### src/rtl/xind_pkg.sv
package xind_pkg;
  typedef enum logic {BL_IDLE = 1'b0, BL_RUN = 1'b1} blink_st_e;
  typedef enum logic {P2_RX_ACT = 1'b0, P2_DRV_EN = 1'b1} pin2_mode_e;
  localparam int NCH = 2;  // channel 0: transmit, channel 1: receive
endpackage

### src/rtl/xind_blink.sv
module xind_blink
  import xind_pkg::*;
#(
  parameter int HALF = 8_333_333
) (
  input  logic clk,
  input  logic rst_n,
  input  logic busy_i,
  output logic act_o
);
  localparam int CW = (HALF > 1) ? $clog2(HALF) : 1;
  localparam logic [CW-1:0] LAST = CW'(HALF - 1);

  blink_st_e     st;
  logic [CW-1:0] cnt;
  logic          seen;
  logic          pin;

  always_ff @(posedge clk or negedge rst_n) begin
    if (!rst_n) begin
      st   <= BL_IDLE;
      cnt  <= '0;
      seen <= 1'b0;
      pin  <= 1'b1;
    end else begin
      unique case (st)
        BL_IDLE: begin
          if (busy_i) begin
            st   <= BL_RUN;
            pin  <= 1'b0;
            cnt  <= '0;
            seen <= 1'b0;
          end
        end
        BL_RUN: begin
          if (cnt == LAST) begin
            cnt  <= '0;
            seen <= 1'b0;
            if (seen || busy_i) begin
              pin <= ~pin;
            end else begin
              pin <= 1'b1;
              st  <= BL_IDLE;
            end
          end else begin
            cnt  <= cnt + 1'b1;
            seen <= seen | busy_i;
          end
        end
        default: st <= BL_IDLE;
      endcase
    end
  end

  assign act_o = pin;
endmodule

### src/rtl/xind_de_hold.sv
module xind_de_hold #(
  parameter int HOLD_BITS = 1
) (
  input  logic clk,
  input  logic rst_n,
  input  logic tx_busy_i,
  input  logic brk_busy_i,
  input  logic bit_tick_i,
  output logic de_on_o
);
  localparam int TW = $clog2(HOLD_BITS + 1);
  localparam logic [TW-1:0] TLAST = TW'(HOLD_BITS - 1);

  logic          drive_req;
  logic          on_q;
  logic [TW-1:0] tcnt;

  assign drive_req = tx_busy_i | brk_busy_i;

  always_ff @(posedge clk or negedge rst_n) begin
    if (!rst_n) begin
      on_q <= 1'b0;
      tcnt <= '0;
    end else if (drive_req) begin
      on_q <= 1'b1;
      tcnt <= '0;
    end else if (on_q && bit_tick_i) begin
      if (tcnt == TLAST) begin
        on_q <= 1'b0;
        tcnt <= '0;
      end else begin
        tcnt <= tcnt + 1'b1;
      end
    end
  end

  assign de_on_o = on_q;
endmodule

### src/rtl/xind_top.sv
module xind_top
  import xind_pkg::*;
#(
  parameter int BLINK_HALF = 8_333_333,
  parameter int HOLD_BITS  = 1
) (
  input  logic clk,
  input  logic rst_n,
  input  logic tx_busy_i,
  input  logic rx_busy_i,
  input  logic brk_busy_i,
  input  logic bit_tick_i,
  input  logic rs485_sel_i,
  input  logic de_act_low_i,
  output logic tx_act_o,
  output logic pin2_o
);
  logic [NCH-1:0] busy_v;
  logic [NCH-1:0] act_v;
  logic           de_on;
  logic           de_level;
  pin2_mode_e     mode;

  assign busy_v = {rx_busy_i, tx_busy_i};

  for (genvar g = 0; g < NCH; g++) begin : g_ch
    xind_blink #(.HALF(BLINK_HALF)) u_blink (
      .clk    (clk),
      .rst_n  (rst_n),
      .busy_i (busy_v[g]),
      .act_o  (act_v[g])
    );
  end

  xind_de_hold #(.HOLD_BITS(HOLD_BITS)) u_hold (
    .clk        (clk),
    .rst_n      (rst_n),
    .tx_busy_i  (tx_busy_i),
    .brk_busy_i (brk_busy_i),
    .bit_tick_i (bit_tick_i),
    .de_on_o    (de_on)
  );

  assign de_level = de_on ^ de_act_low_i;
  assign mode     = pin2_mode_e'(rs485_sel_i);

  always_comb begin
    unique case (mode)
      P2_DRV_EN: pin2_o = de_level;
      default:   pin2_o = act_v[1];
    endcase
  end

  assign tx_act_o = act_v[0];
endmodule

### config.mk
export PLATFORM = sky130hd
export DESIGN_NAME = xind_top
export DESIGN_NICKNAME = d
export VERILOG_FILES = /design/src/rtl/xind_pkg.sv /design/src/rtl/xind_blink.sv /design/src/rtl/xind_de_hold.sv /design/src/rtl/xind_top.sv
export SDC_FILE = /design/constraint.sdc
export NUM_CORES = 1
export LEC_CHECK = 0
export ABC_AREA = 1
export BUFFER_PORTS_ARGS = -buffer_cell sky130_fd_sc_hd__buf_2
export CORE_ASPECT_RATIO = 0.75
export CORE_MARGIN = 3
export CORE_UTILIZATION = 30
export DETAILED_ROUTE_END_ITERATION = 6
export GPL_TIMING_DRIVEN = 0
export SLEW_MARGIN = 40
export SYNTH_ARGS = -nofsm -noshare
export SYNTH_HDL_FRONTEND = slang
export SYNTH_SLANG_ARGS = --single-unit
### constraint.sdc
create_clock -name clk -period 2.6 [get_ports clk]
set_input_delay 0.52 -clock clk [delete_from_list [all_inputs] [get_ports clk]]
set_output_delay 0.52 -clock clk [all_outputs]
set_load 0.01 [all_outputs]
# ---- Yosys cells after proc, flatten, opt, wreduce, memory -nomap -nowiden
# Index checks and enable logic that the tools add are counted.
# Widths: inputs -> output; s select.
dict set report word_totals {
  register_bits 54
  input_bits 8
  out_inout_bits 2
  elab_cells 68
}
dict set report op_classes {
  n_addsub 3
  n_eq_ne 7
  muxes 33
  bitwise 8
  n_reduce_logical 7
}
# cell count
set ops {}
lappend ops {{$mux 23} 4}
lappend ops {{$pmux 23 s2} 2}
lappend ops {{$add 23x1->23 const B} 2}
lappend ops {{$eq 23x23->1 const B} 2}
lappend ops {{$mux 1} 21}
lappend ops {{$pmux 1 s2} 6}
lappend ops {{$ne 2x2->1 const B} 4}
lappend ops {{$reduce_and 2->1} 3}
lappend ops {{$not 1->1} 4}
lappend ops {{$or 1x1->1} 3}
lappend ops {{$logic_or 1x1->1} 2}
lappend ops {{$ne 2x1->1 const B} 1}
lappend ops {{$reduce_bool 2->1} 1}
lappend ops {{$add 1x1->1 const B} 1}
lappend ops {{$logic_and 1x1->1} 1}
lappend ops {{$xor 1x1->1} 1}

# ---- Depth between registers and ports, before layout
# Gate-level depths: netlist of the first run.
dict set report logic_depth {
  ltp_word 4
  mapped_depth 10
  depth_no_buf 10
}

# ---- Hierarchy
# Synthesis of the first run repeated with hierarchy kept, for this count alone.
dict set report hier_totals {
  cells_unflattened 499
  hier_area_um2 3557.2
}
# module n_inst cells_per_inst area_per_inst_um2 seq_area_each_um2
set modules_own_cells {}
lappend modules_own_cells {xind_blink 2 243 1742.9 651.9}
lappend modules_own_cells {xind_de_hold 1 5 40.0 25.0}
lappend modules_own_cells {xind_top 1 8 31.3 0.0}

# ---- Least setup slack after synthesis of the first run
# OpenSTA, ideal clock, no wires.
dict set report synth_path {
  path_type {in2out}
  from {in de_act_low_i}
  to {out pin2_o}
  t_arrival_ps 835
  required_ps 2080
  path_slack_ps 1245
  stages 2
  path_buffers 0
  cell_sequence {xnor2_1 a21oi_1}
}
dict set report synth_via {
  elab_chain_cells 2
}
# item line
set synth_lines {}
lappend synth_lines {{start: declaration} xind_top.sv:14} ;# input logic de_act_low_i,
lappend synth_lines {{$xor 1x1->1} xind_top.sv:44} ;# assign de_level = de_on ^ de_act_low_i;
lappend synth_lines {{$mux 1} xind_top.sv:48} ;# unique case (mode)
lappend synth_lines {{end: declaration} xind_top.sv:16} ;# output logic pin2_o
# No other way between the ends.

# ---- Worst setup path after layout of the first run
dict set report layout_path {
  from {reg g_ch[0].u_blink.cnt[0]}
  to {reg g_ch[0].u_blink.cnt[2]}
}
dict set report layout_via {
  elab_chain_cells 3
  elab_cells_between_ends 4
  classes_between {add/sub (1); eq/ne (1); mux (2)}
}
# item line
set layout_lines {}
lappend layout_lines {{start: declaration} xind_blink.sv:15} ;# logic [CW-1:0] cnt;
lappend layout_lines {{start signal: assignment} xind_blink.sv:46} ;# cnt <= cnt + 1'b1;
lappend layout_lines {{$add 23x1->23 or $eq 23x23->1 (tied branches)} {xind_blink.sv:46, xind_blink.sv:36}}
lappend layout_lines {{$mux 23 *} xind_blink.sv:36} ;# if (cnt == LAST) begin
lappend layout_lines {{$pmux 23 s2 *} xind_blink.sv:26} ;# unique case (st)
# Every way passes the cells marked *; elsewhere a longest branch is shown, timed or not.
# A chain may end at the register's enable or synchronous reset.

==> flow_summary.toml, run 1 <==
[run_status]
outcome = "complete, no violations"

[worst_setup_path]
rrSetupSlack_ns = 0.94
crit_fanout = 9
r2r_end = "g_ch[0].u_blink.cnt[2]$_DFFE_PN0P_"
cp-startpoint = "g_ch[0].u_blink.cnt[0]$_DFFE_PN0P_"
r2r_start = "g_ch[0].u_blink.cnt[0]$_DFFE_PN0P_"
crit_path_end = "g_ch[0].u_blink.cnt[2]$_DFFE_PN0P_"
r2r_cells = 9
slowest_delay_ns = 0.42
cp.required_ns = 2.84
cp_common_cell = "nand2_1"
cp.arrival_ns = 1.90
worst-path-buf-inv = 1
path_class = "reg -> reg"
cp_top_family = "simple AND/OR/NAND/NOR gates"
crit_path_start_kind = "register"
path_depth = 9
worst_path_max_delay_cell = "a21oi_2"
end_kind = "register"
path_cells = "inv_1 > ha_1 > nand2_1 > nor2_1 > nand2_1 > nor2_1 > a21oi_2 > nand3_1 > nand2_1"

[final_layout]
final_cell_mix = "144 x nand2_1, 62 x nor2_1, 54 x inv_1"
diodes = 0
final_layout_size_suffix_gt1_frac = 0.117
syn_to_final_growth_pct = 12.2
nNetsFinal = 506
layout_commonest_cell = "nand2_1"
design_area_sq_um = 3790

[clock_network]
clockRootBuffer = "clkbuf_16"
cts_sinks = 53
cts_max_path_buffers = 2
tritoncts = "yes"
cts_setup_buffers = 0
cts_buffers = 5
clkTransAtPathRegs_ns = 0.08
cts_resized = 0
clock_latency_ns = 0.30
cts_max_level = 2
hold_buffers = 0

[grt]
overflow = 0
grt_pass1_wl_um = 13900
grt_pass1_vias = 2820
grtUsageTotal = 0.135
antenna_found_initial = 0
grt_max_degree = 54

[timing]
hold_viol = 0
relSlewSlack = 0.544
clock-skew-final_ns = 0.00818
drv_slew = 0
max_slew.worst_pin.slew_ns = 0.684
timing.final.ws_setup_ns = 0.937
whs_ns = 0.265
rsz0062_at_grt = "false"
setup_viol = 0
min_period_ns = 1.66
fin_crit_sh = 0.640
final.setup.tns_ns = 0
timing.fmax_mhz = 601

[detailed_routing]
via_count = 3046
drt-total-wl_um = 7930
drtAntennaViolNets = 0
drc = 0
dr.pass1.iters = 5
vias_per_cell = 4.83
wl_per_cell_um = 12.6
drt_iter0_drc = 188

[synth]
netlist_top_cells_area = "dfrtp_1 38%, nand2_1 16%, nor2_1 6.9%, nand3_1 6.7%, inv_1 6.0%"
ys_ff_latch = 53
syn-num-nets = 490
yosysUniqueCellTypes = 32
yosys_warnings = 0
ys_seq_area_frac = 0.394
synth_area_leader_cell = "dfrtp_1"
synth_cells = 478
netlist.area_leader.share = 0.378
avgSynthCellArea_sq_um = 7.06
synth_area_sq_um = 3370

[floorplan]
die_area_sq_um = 12600
die_h_um = 97.9
initial_core_util = 0.318
num_rows = 32
fp.coreArea_sq_um = 10600
ios = 10
die_x_um = 128

[place]
place_ws_ns = 0.971
postPlaceCellArea_sq_um = 3590
gp_congestion = 0.861
io_buffers = 9
hpwl_um = 5820

[pwr]
vdd_drop_max_uv = 294
p_per_area_nw_per_um2 = 735
power.leakage_nw = 1.68

[hold_path]
hp-class = "in -> async"

[run]
drv_cap = 0
metal layers:
metal	up-vias	track usage	share of wire
met5	-	0	0
li1	1565	-	-
met2	62	0.186	0.40
met3	7	0.0252	0.044
met4	0	0.0359	0.013
met1	1412	0.214	0.55
cell usage after synthesis:
| master | number |
|---|---|
| nand2_1 | 144 |
| nor2_1 | 62 |
| inv_1 | 54 |
| dfrtp_1 | 51 |
| nand3_1 | 45 |
| o21ai_0 | 20 |
| nand4_1 | 17 |
| xor2_1 | 10 |
| o22ai_1 | 8 |
| nand2_2 | 6 |
| nand3_2 | 6 |
| nor2_4 | 6 |
| o21bai_1 | 6 |
| inv_2 | 5 |
| nor2_2 | 5 |
| ha_1 | 4 |
| a21oi_1 | 3 |
| clkbuf_1 | 3 |
| nand3b_1 | 3 |
| or2_2 | 3 |
| xnor2_1 | 3 |
| buf_4 | 2 |
| dfstp_2 | 2 |
| o21ai_1 | 2 |
| a21oi_2 | 1 |
| buf_2 | 1 |
| clkinv_1 | 1 |
| nand2_4 | 1 |
| nand3_4 | 1 |
| nor3_1 | 1 |
| o21ai_2 | 1 |
| o21bai_2 | 1 |
report_power, final:
group / switching [mW] / internal, mW
sequential: 0.239 / 1.00
combinational: 0.396 / 0.265
clock: 0.326 / 0.556
cell families after synthesis:
| logic type | count (synthesis) | synth area share |
|---|---|---|
| and+or+nand+nor | 300 | 0.408 |
| adders and majority gates | 4 | 0.0148 |
| xor gates and xnor gates | 13 | 0.0337 |
| DFF | 53 | 0.394 |
| AOI/OAI and AO/OA | 42 | 0.0738 |
| buffers and inverters | 66 | 0.0760 |
sequential cells by signal, summed over array words and instances, names as in the netlist:
name / count
g_ch.u_blink.seen: 2
g_ch.u_blink.act_o: 2
g_ch.u_blink.cnt: 46
g_ch.u_blink.st: 2
u_hold.de_on_o: 1
worst min path at each step:
stage | end | cells past startpoint | slack [ns]
after floorplan | g_ch[0].u_blink.cnt[0]$_DFFE_PN0P_ | 0 | 0.22
after global placement | g_ch[1].u_blink.act_o$_DFFE_PN1P_ | 2 | 0.47
after detailed placement | g_ch[1].u_blink.act_o$_DFFE_PN1P_ | 2 | 0.48
after CTS | g_ch[1].u_blink.cnt[1]$_DFFE_PN0P_ | 1 | 0.29
after global routing | g_ch[1].u_blink.cnt[1]$_DFFE_PN0P_ | 1 | 0.32
final | g_ch[1].u_blink.cnt[1]$_DFFE_PN0P_ | 1 | 0.27
through the flow:
step | std cells | total power, mW | util
after floorplan | 478 | 1.73 | -
after global placement | 623 | 1.88 | 0.338
after detailed placement | 623 | 1.90 | 0.339
after CTS | 631 | 2.80 | 0.357
after global routing | 631 | 2.97 | 0.357
final | 631 | 2.78 | 0.357
area by class of cell:
cell class | instances | area, sq um
clock inverter | 3 | 68.8
inverter | 60 | 225
multi-input combinational | 359 | 1790
sequential | 53 | 1330
clock buffer | 5 | 125
timing repair buffer | 9 | 47.5
buffer | 6 | 31.3
tap | 136 | 170
fill | 1087 | 6820
(Power assumes the default switching activity.)
==> inputs of run 2 (changes only) <==
==> constraint.sdc (replaced) <==
create_clock -name clk -period 1.5 [get_ports clk]
set_input_delay 0.3 -clock clk [delete_from_list [all_inputs] [get_ports clk]]
set_output_delay 0.3 -clock clk [all_outputs]
set_load 0.01 [all_outputs]
==> flow_summary.toml, run 2 (same netlist as run 1, synthesis figures left out) <==
[worst_setup_path]
r2r_cells = 9
cp_top_family = "buffers and inverters"
path_class = "reg -> reg"
cp.required_ns = 1.73
path_cells = "inv_2 > buf_4 > buf_4 > buf_4 > buf_4 > buf_4 > buf_4 > buf_4 > o21ai_2"
path_depth = 9
slowest_delay_ns = 0.40
crit_path_end = "g_ch[0].u_blink.cnt[1]$_DFFE_PN0P_"
end_kind = "register"
crit_fanout = 3
r2r_end = "g_ch[0].u_blink.cnt[1]$_DFFE_PN0P_"
cp_common_cell = "buf_4"
worst_path_max_delay_cell = "dfrtp_1"
worst-path-buf-inv = 8
crit_path_start_kind = "register"
cp.arrival_ns = 1.73
rrSetupSlack_ns = -0.0005
cp-startpoint = "g_ch[0].u_blink.cnt[1]$_DFFE_PN0P_"
r2r_start = "g_ch[0].u_blink.cnt[1]$_DFFE_PN0P_"

[place]
hpwl_um = 5820
io_buffers = 9
gp_congestion = 0.861
place_inst = 623

[pwr]
p_per_area_nw_per_um2 = 1250
vdd_drop_max_uv = 550
power.leakage_nw = 1.85

[grt]
grt_max_degree = 54
antenna_found_initial = 0
grt_pass1_vias = 2912
grtUsageTotal = 0.141
overflow = 0
grt_pass1_wl_um = 14500

[timing]
hold_viol = 0
min_period_ns = 1.50
final.setup.tns_ns = -0.000476
max_slew.worst_pin.slew_ns = 0.701
relSlewSlack = 0.533
timing.fmax_mhz = 666
drv_slew = 0
timing.final.ws_setup_ns = -0.000476
clock-skew-final_ns = 0.00872
fin_crit_sh = 1.00
setup_viol = 1
rsz0062_at_grt = "true"

[final_layout]
fillers = 1052
largest_reg_flops = 46
final_cell_mix = "139 x nand2_1, 53 x nor2_1, 49 x inv_1"
top_register = "g_ch.u_blink.cnt"
utilization = 0.400
fin_cells = 662
final_layout_size_suffix_gt1_frac = 0.268
multi_input_comb_area_sq_um = 1960
nNetsFinal = 537
syn_to_final_growth_pct = 25.7
seq_area_sq_um = 1350
layout_commonest_cell = "nand2_1"
diodes = 0

[floorplan]
die_h_um = 97.9
ios = 10
die_x_um = 128
fp.coreArea_sq_um = 10600
num_rows = 32
initial_core_util = 0.318
die_area_sq_um = 12600

[detailed_routing]
dr.pass1.iters = 5
drc = 0
drt_iter0_drc = 251
via_count = 3247
vias_per_cell = 4.90
wl_per_cell_um = 13.1
drt-total-wl_um = 8680
wl_met1_um = 4570
route.met3.wl_um = 445
wl_met2_um = 3550
highest_layer = "met4"
drtAntennaViolNets = 0

[run_status]
violations = "setup timing"
outcome = "finished with violations"

[run]
drv_cap = 0

[clock_network]
clkTransAtPathRegs_ns = 0.08
cts_buffers = 5
clockRootBuffer = "clkbuf_16"
cts_max_level = 2
tritoncts = "yes"
cts_max_path_buffers = 2
cts_sinks = 53
clock_latency_ns = 0.30

[hold_path]
hp-class = "in -> async"
[run 2: changes by cell type in the layout (fill, tap and decap cells not counted), sizes merged]
| cell | change |
|---|---|
| clkinvlp | +1 |
| buf | +31 |
| clkinv | -1 |
[run 2: area by class of cell]
type,instances,share of cell area
timing repair buffer,40,0.0705
sequential,53,0.317
tap,136,0.0401
clock inverter,3,0.0162
clock buffer,5,0.0295
multi-input combinational,359,0.462
buffer,6,0.00826
inverter,60,0.0558
[run 2: what timing repair did]
action / 4_1_cts / 5_1_grt
gates resized for setup: 12 / 64
hold buffers: 0 / 0
endpoints found under the setup margin: 27 / 48
pin swaps: 7 / 12
buffers inserted: 18 / 14
[run 2: routing by layer]
layer,GRT usage,vias to the layer above
li1,-,1631
met1,0.221,1525
met2,0.196,82
met3,0.0290,9
met4,0.0367,0
met5,0,-
[run 2: how the worst min path moves through the flow]
stage	start	to	slack, ns	depth (start not counted)
after floorplan	rst_n	g_ch[0].u_blink.cnt[0]$_DFFE_PN0P_	0.004	0
after global placement	g_ch[1].u_blink.act_o$_DFFE_PN1P_	g_ch[1].u_blink.act_o$_DFFE_PN1P_	0.47	2
after detailed placement	rst_n	g_ch[1].u_blink.cnt[3]$_DFFE_PN0P_	0.40	1
after CTS	rst_n	g_ch[1].u_blink.cnt[1]$_DFFE_PN0P_	0.07	1
after global routing	rst_n	g_ch[1].u_blink.cnt[3]$_DFFE_PN0P_	0.11	1
final	rst_n	g_ch[1].u_blink.cnt[3]$_DFFE_PN0P_	0.04	1
[run 2: where the power goes]
part / internal (mW) / leakage, nW / switching (mW) / total (mW)
clock: 0.964 / 0.0944 / 0.569 / 1.53
combinational: 0.740 / 1.13 / 0.846 / 1.59
sequential: 1.76 / 0.632 / 0.422 / 2.18
[run 2: stage by stage]
step / hold slack, ns / setup WS [ns] / cell area [sq um] / total power [mW]
after floorplan: 0.00441 / 0.146 / 3370 / 3.00
after global placement: 0.465 / -0.0922 / 3590 / 3.26
after detailed placement: 0.398 / -0.129 / 3590 / 3.30
after CTS: 0.0725 / -0.00503 / 3950 / 5.05
after global routing: 0.107 / -0.0827 / 4240 / 5.65
final: 0.0392 / -0.000476 / 4240 / 5.30
==> inputs of run 3 (changes only) <==
--- a/config.mk
+++ b/config.mk
@@ -8,7 +8,6 @@
 export ABC_AREA = 1
 export BUFFER_PORTS_ARGS = -buffer_cell sky130_fd_sc_hd__buf_2
 export CORE_ASPECT_RATIO = 0.75
-export CORE_MARGIN = 3
 export CORE_UTILIZATION = 30
 export DETAILED_ROUTE_END_ITERATION = 6
 export GPL_TIMING_DRIVEN = 0
==> constraint.sdc (replaced) <==
create_clock -name clk -period 1.29 [get_ports clk]
set_input_delay 0.258 -clock clk [delete_from_list [all_inputs] [get_ports clk]]
set_output_delay 0.258 -clock clk [all_outputs]
set_load 0.01 [all_outputs]
==> flow_summary.toml, run 3 (same netlist as run 1, synthesis figures left out) <==
[run_status]
outcome = "finished with violations"
violations = "setup timing"

[timing]
setup_viol = 47
timing.final.ws_setup_ns = -0.275
fin_crit_sh = 1.21
drv_slew = 0
clock-skew-final_ns = 0.00826
timing.fmax_mhz = 639
rsz0062_at_grt = "true"
relSlewSlack = 0.537
min_period_ns = 1.57
hold_viol = 0
max_slew.worst_pin.slew_ns = 0.694

[floorplan]
die_h_um = 93.9
ios = 10
num_rows = 33
die_area_sq_um = 11700
fp.coreArea_sq_um = 10900
initial_core_util = 0.308
die_x_um = 124

[worst_setup_path]
worst-path-buf-inv = 2
crit_path_start_kind = "register"
worst_path_max_delay_cell = "dfrtp_2"
r2r_end = "g_ch[0].u_blink.cnt[18]$_DFFE_PN0P_"
cp_top_family = "simple AND/OR/NAND/NOR gates"
cp.arrival_ns = 1.75
cp.required_ns = 1.48
slowest_delay_ns = 0.45
r2r_cells = 10
end_kind = "register"
path_class = "reg -> reg"
r2r_start = "g_ch[0].u_blink.cnt[1]$_DFFE_PN0P_"
cp_common_cell = "nand2_2"
crit_fanout = 6
path_cells = "inv_2 > ha_4 > nand2_2 > nor2_2 > nand2_2 > nor2_4 > a21oi_4 > buf_6 > nand3_2 > nand2_2"
rrSetupSlack_ns = -0.28

[detailed_routing]
drt-total-wl_um = 8980
vias_per_cell = 4.92
drtAntennaViolNets = 0
drc = 0
via_count = 3299
wl_per_cell_um = 13.4
dr.pass1.iters = 5
drt_iter0_drc = 221

[pwr]
vdd_drop_max_uv = 941
p_int_mw = 3.85
power.leakage_nw = 1.92
pwr-share-comb = 0.365
switching_share = 0.375
clockPowerShare = 0.215
report.power.total_mw = 6.15
p_seq_frac = 0.420
p_per_area_nw_per_um2 = 1370
p_switching_mw = 2.30

[final_layout]
largest_reg_flops = 46
layout_commonest_cell = "nand2_1"
utilization = 0.410
diodes = 0
final_layout_size_suffix_gt1_frac = 0.358
nNetsFinal = 543
top_register = "g_ch.u_blink.cnt"
fillers = 1070
final_cell_mix = "131 x nand2_1, 47 x inv_1, 38 x nor2_1"
syn_to_final_growth_pct = 32.9

[clock_network]
tritoncts = "yes"
cts_max_path_buffers = 2
cts_buffers = 5
clockRootBuffer = "clkbuf_16"
hold_buffers = 0
clock_latency_ns = 0.29
cts_sinks = 53
cts_max_level = 2
clkTransAtPathRegs_ns = 0.07

[grt]
grt_max_degree = 54
grt_pass1_wl_um = 14700
overflow = 0
grt_pass1_vias = 3110
grtUsageTotal = 0.154
antenna_found_initial = 0

[place]
hpwl_um = 5730
io_buffers = 9
place_ws_ns = -0.335
gp_congestion = 0.833

[run]
drv_cap = 0

[hold_path]
hp-class = "in -> async"
run 3: cell types whose count changed in the layout (fill, tap and decap cells not counted), sizes merged:
| cell | delta |
|---|---|
| clkinv | +2 |
| buf | +7 |
| clkbuf | -1 |
| inv | -1 |
| bufinv | -2 |
run 3: what timing repair did:
item                       in CTS  in global routing
resized for setup              48                 79
pin swaps                      12                 27
buffers inserted               28                 10
setup endpoints to repair      51                 53
cloned                          0                  0
run 3: metal layers:
layer	up-vias	share of wire	GRT usage
met1	1573	0.48	0.216
met5	-	0	0
met2	75	0.46	0.250
met4	0	0.015	0.0371
met3	13	0.045	0.0228
li1	1638	-	-
run 3: layout make-up:
class	count	area [sq um]	area share
Multi-Input combinational cell	359	2180	0.487
Sequential cell	53	1350	0.301
Timing Repair Buffer	46	364	0.0812
Clock buffer	5	125	0.0279
Buffer	6	37.5	0.00837
Tap cell	140	175	0.0391
Inverter	60	233	0.0519
Clock inverter	2	16.3	0.00363
run 3: worst max path at each step:
stage	from	to	cells past startpoint
final	g_ch[0].u_blink.cnt[1]$_DFFE_PN0P_	g_ch[0].u_blink.cnt[18]$_DFFE_PN0P_	10
after global routing	g_ch[1].u_blink.cnt[1]$_DFFE_PN0P_	g_ch[1].u_blink.cnt[1]$_DFFE_PN0P_	9
after CTS	g_ch[0].u_blink.cnt[1]$_DFFE_PN0P_	g_ch[0].u_blink.cnt[22]$_DFFE_PN0P_	10
after detailed placement	g_ch[0].u_blink.cnt[0]$_DFFE_PN0P_	g_ch[0].u_blink.cnt[21]$_DFFE_PN0P_	9
after global placement	g_ch[0].u_blink.cnt[0]$_DFFE_PN0P_	g_ch[0].u_blink.cnt[21]$_DFFE_PN0P_	9
after floorplan	g_ch[0].u_blink.cnt[1]$_DFFE_PN0P_	g_ch[0].u_blink.cnt[22]$_DFFE_PN0P_	10
run 3: stage by stage:
| step | setup TNS, ns | cell area (sq um) | cells | hold slack [ns] |
|---|---|---|---|---|
| 6_report | -7.82 | 4480 | 671 | 0.0160 |
| 2_1_floorplan | -0.811 | 3440 | 478 | -0.0376 |
| 3_5_place_dp | -9.09 | 3660 | 627 | 0.365 |
| 5_1_grt | -11.87 | 4480 | 671 | 0.0772 |
| 3_3_place_gp | -16.10 | 3660 | 627 | 0.448 |
| 4_1_cts | -5.34 | 4150 | 662 | 0.0490 |
run 3: power by group through the flow:
| stage | Clock [mW] | Sequential [mW] | Combinational, mW |
|---|---|---|---|
| after floorplan | 0 | 2.42 | 1.10 |
| after global placement | 0 | 2.51 | 1.32 |
| after detailed placement | 0 | 2.52 | 1.36 |
| after CTS | 1.36 | 2.50 | 1.80 |
| after global routing | 1.43 | 2.65 | 2.49 |
| final | 1.33 | 2.58 | 2.24 |
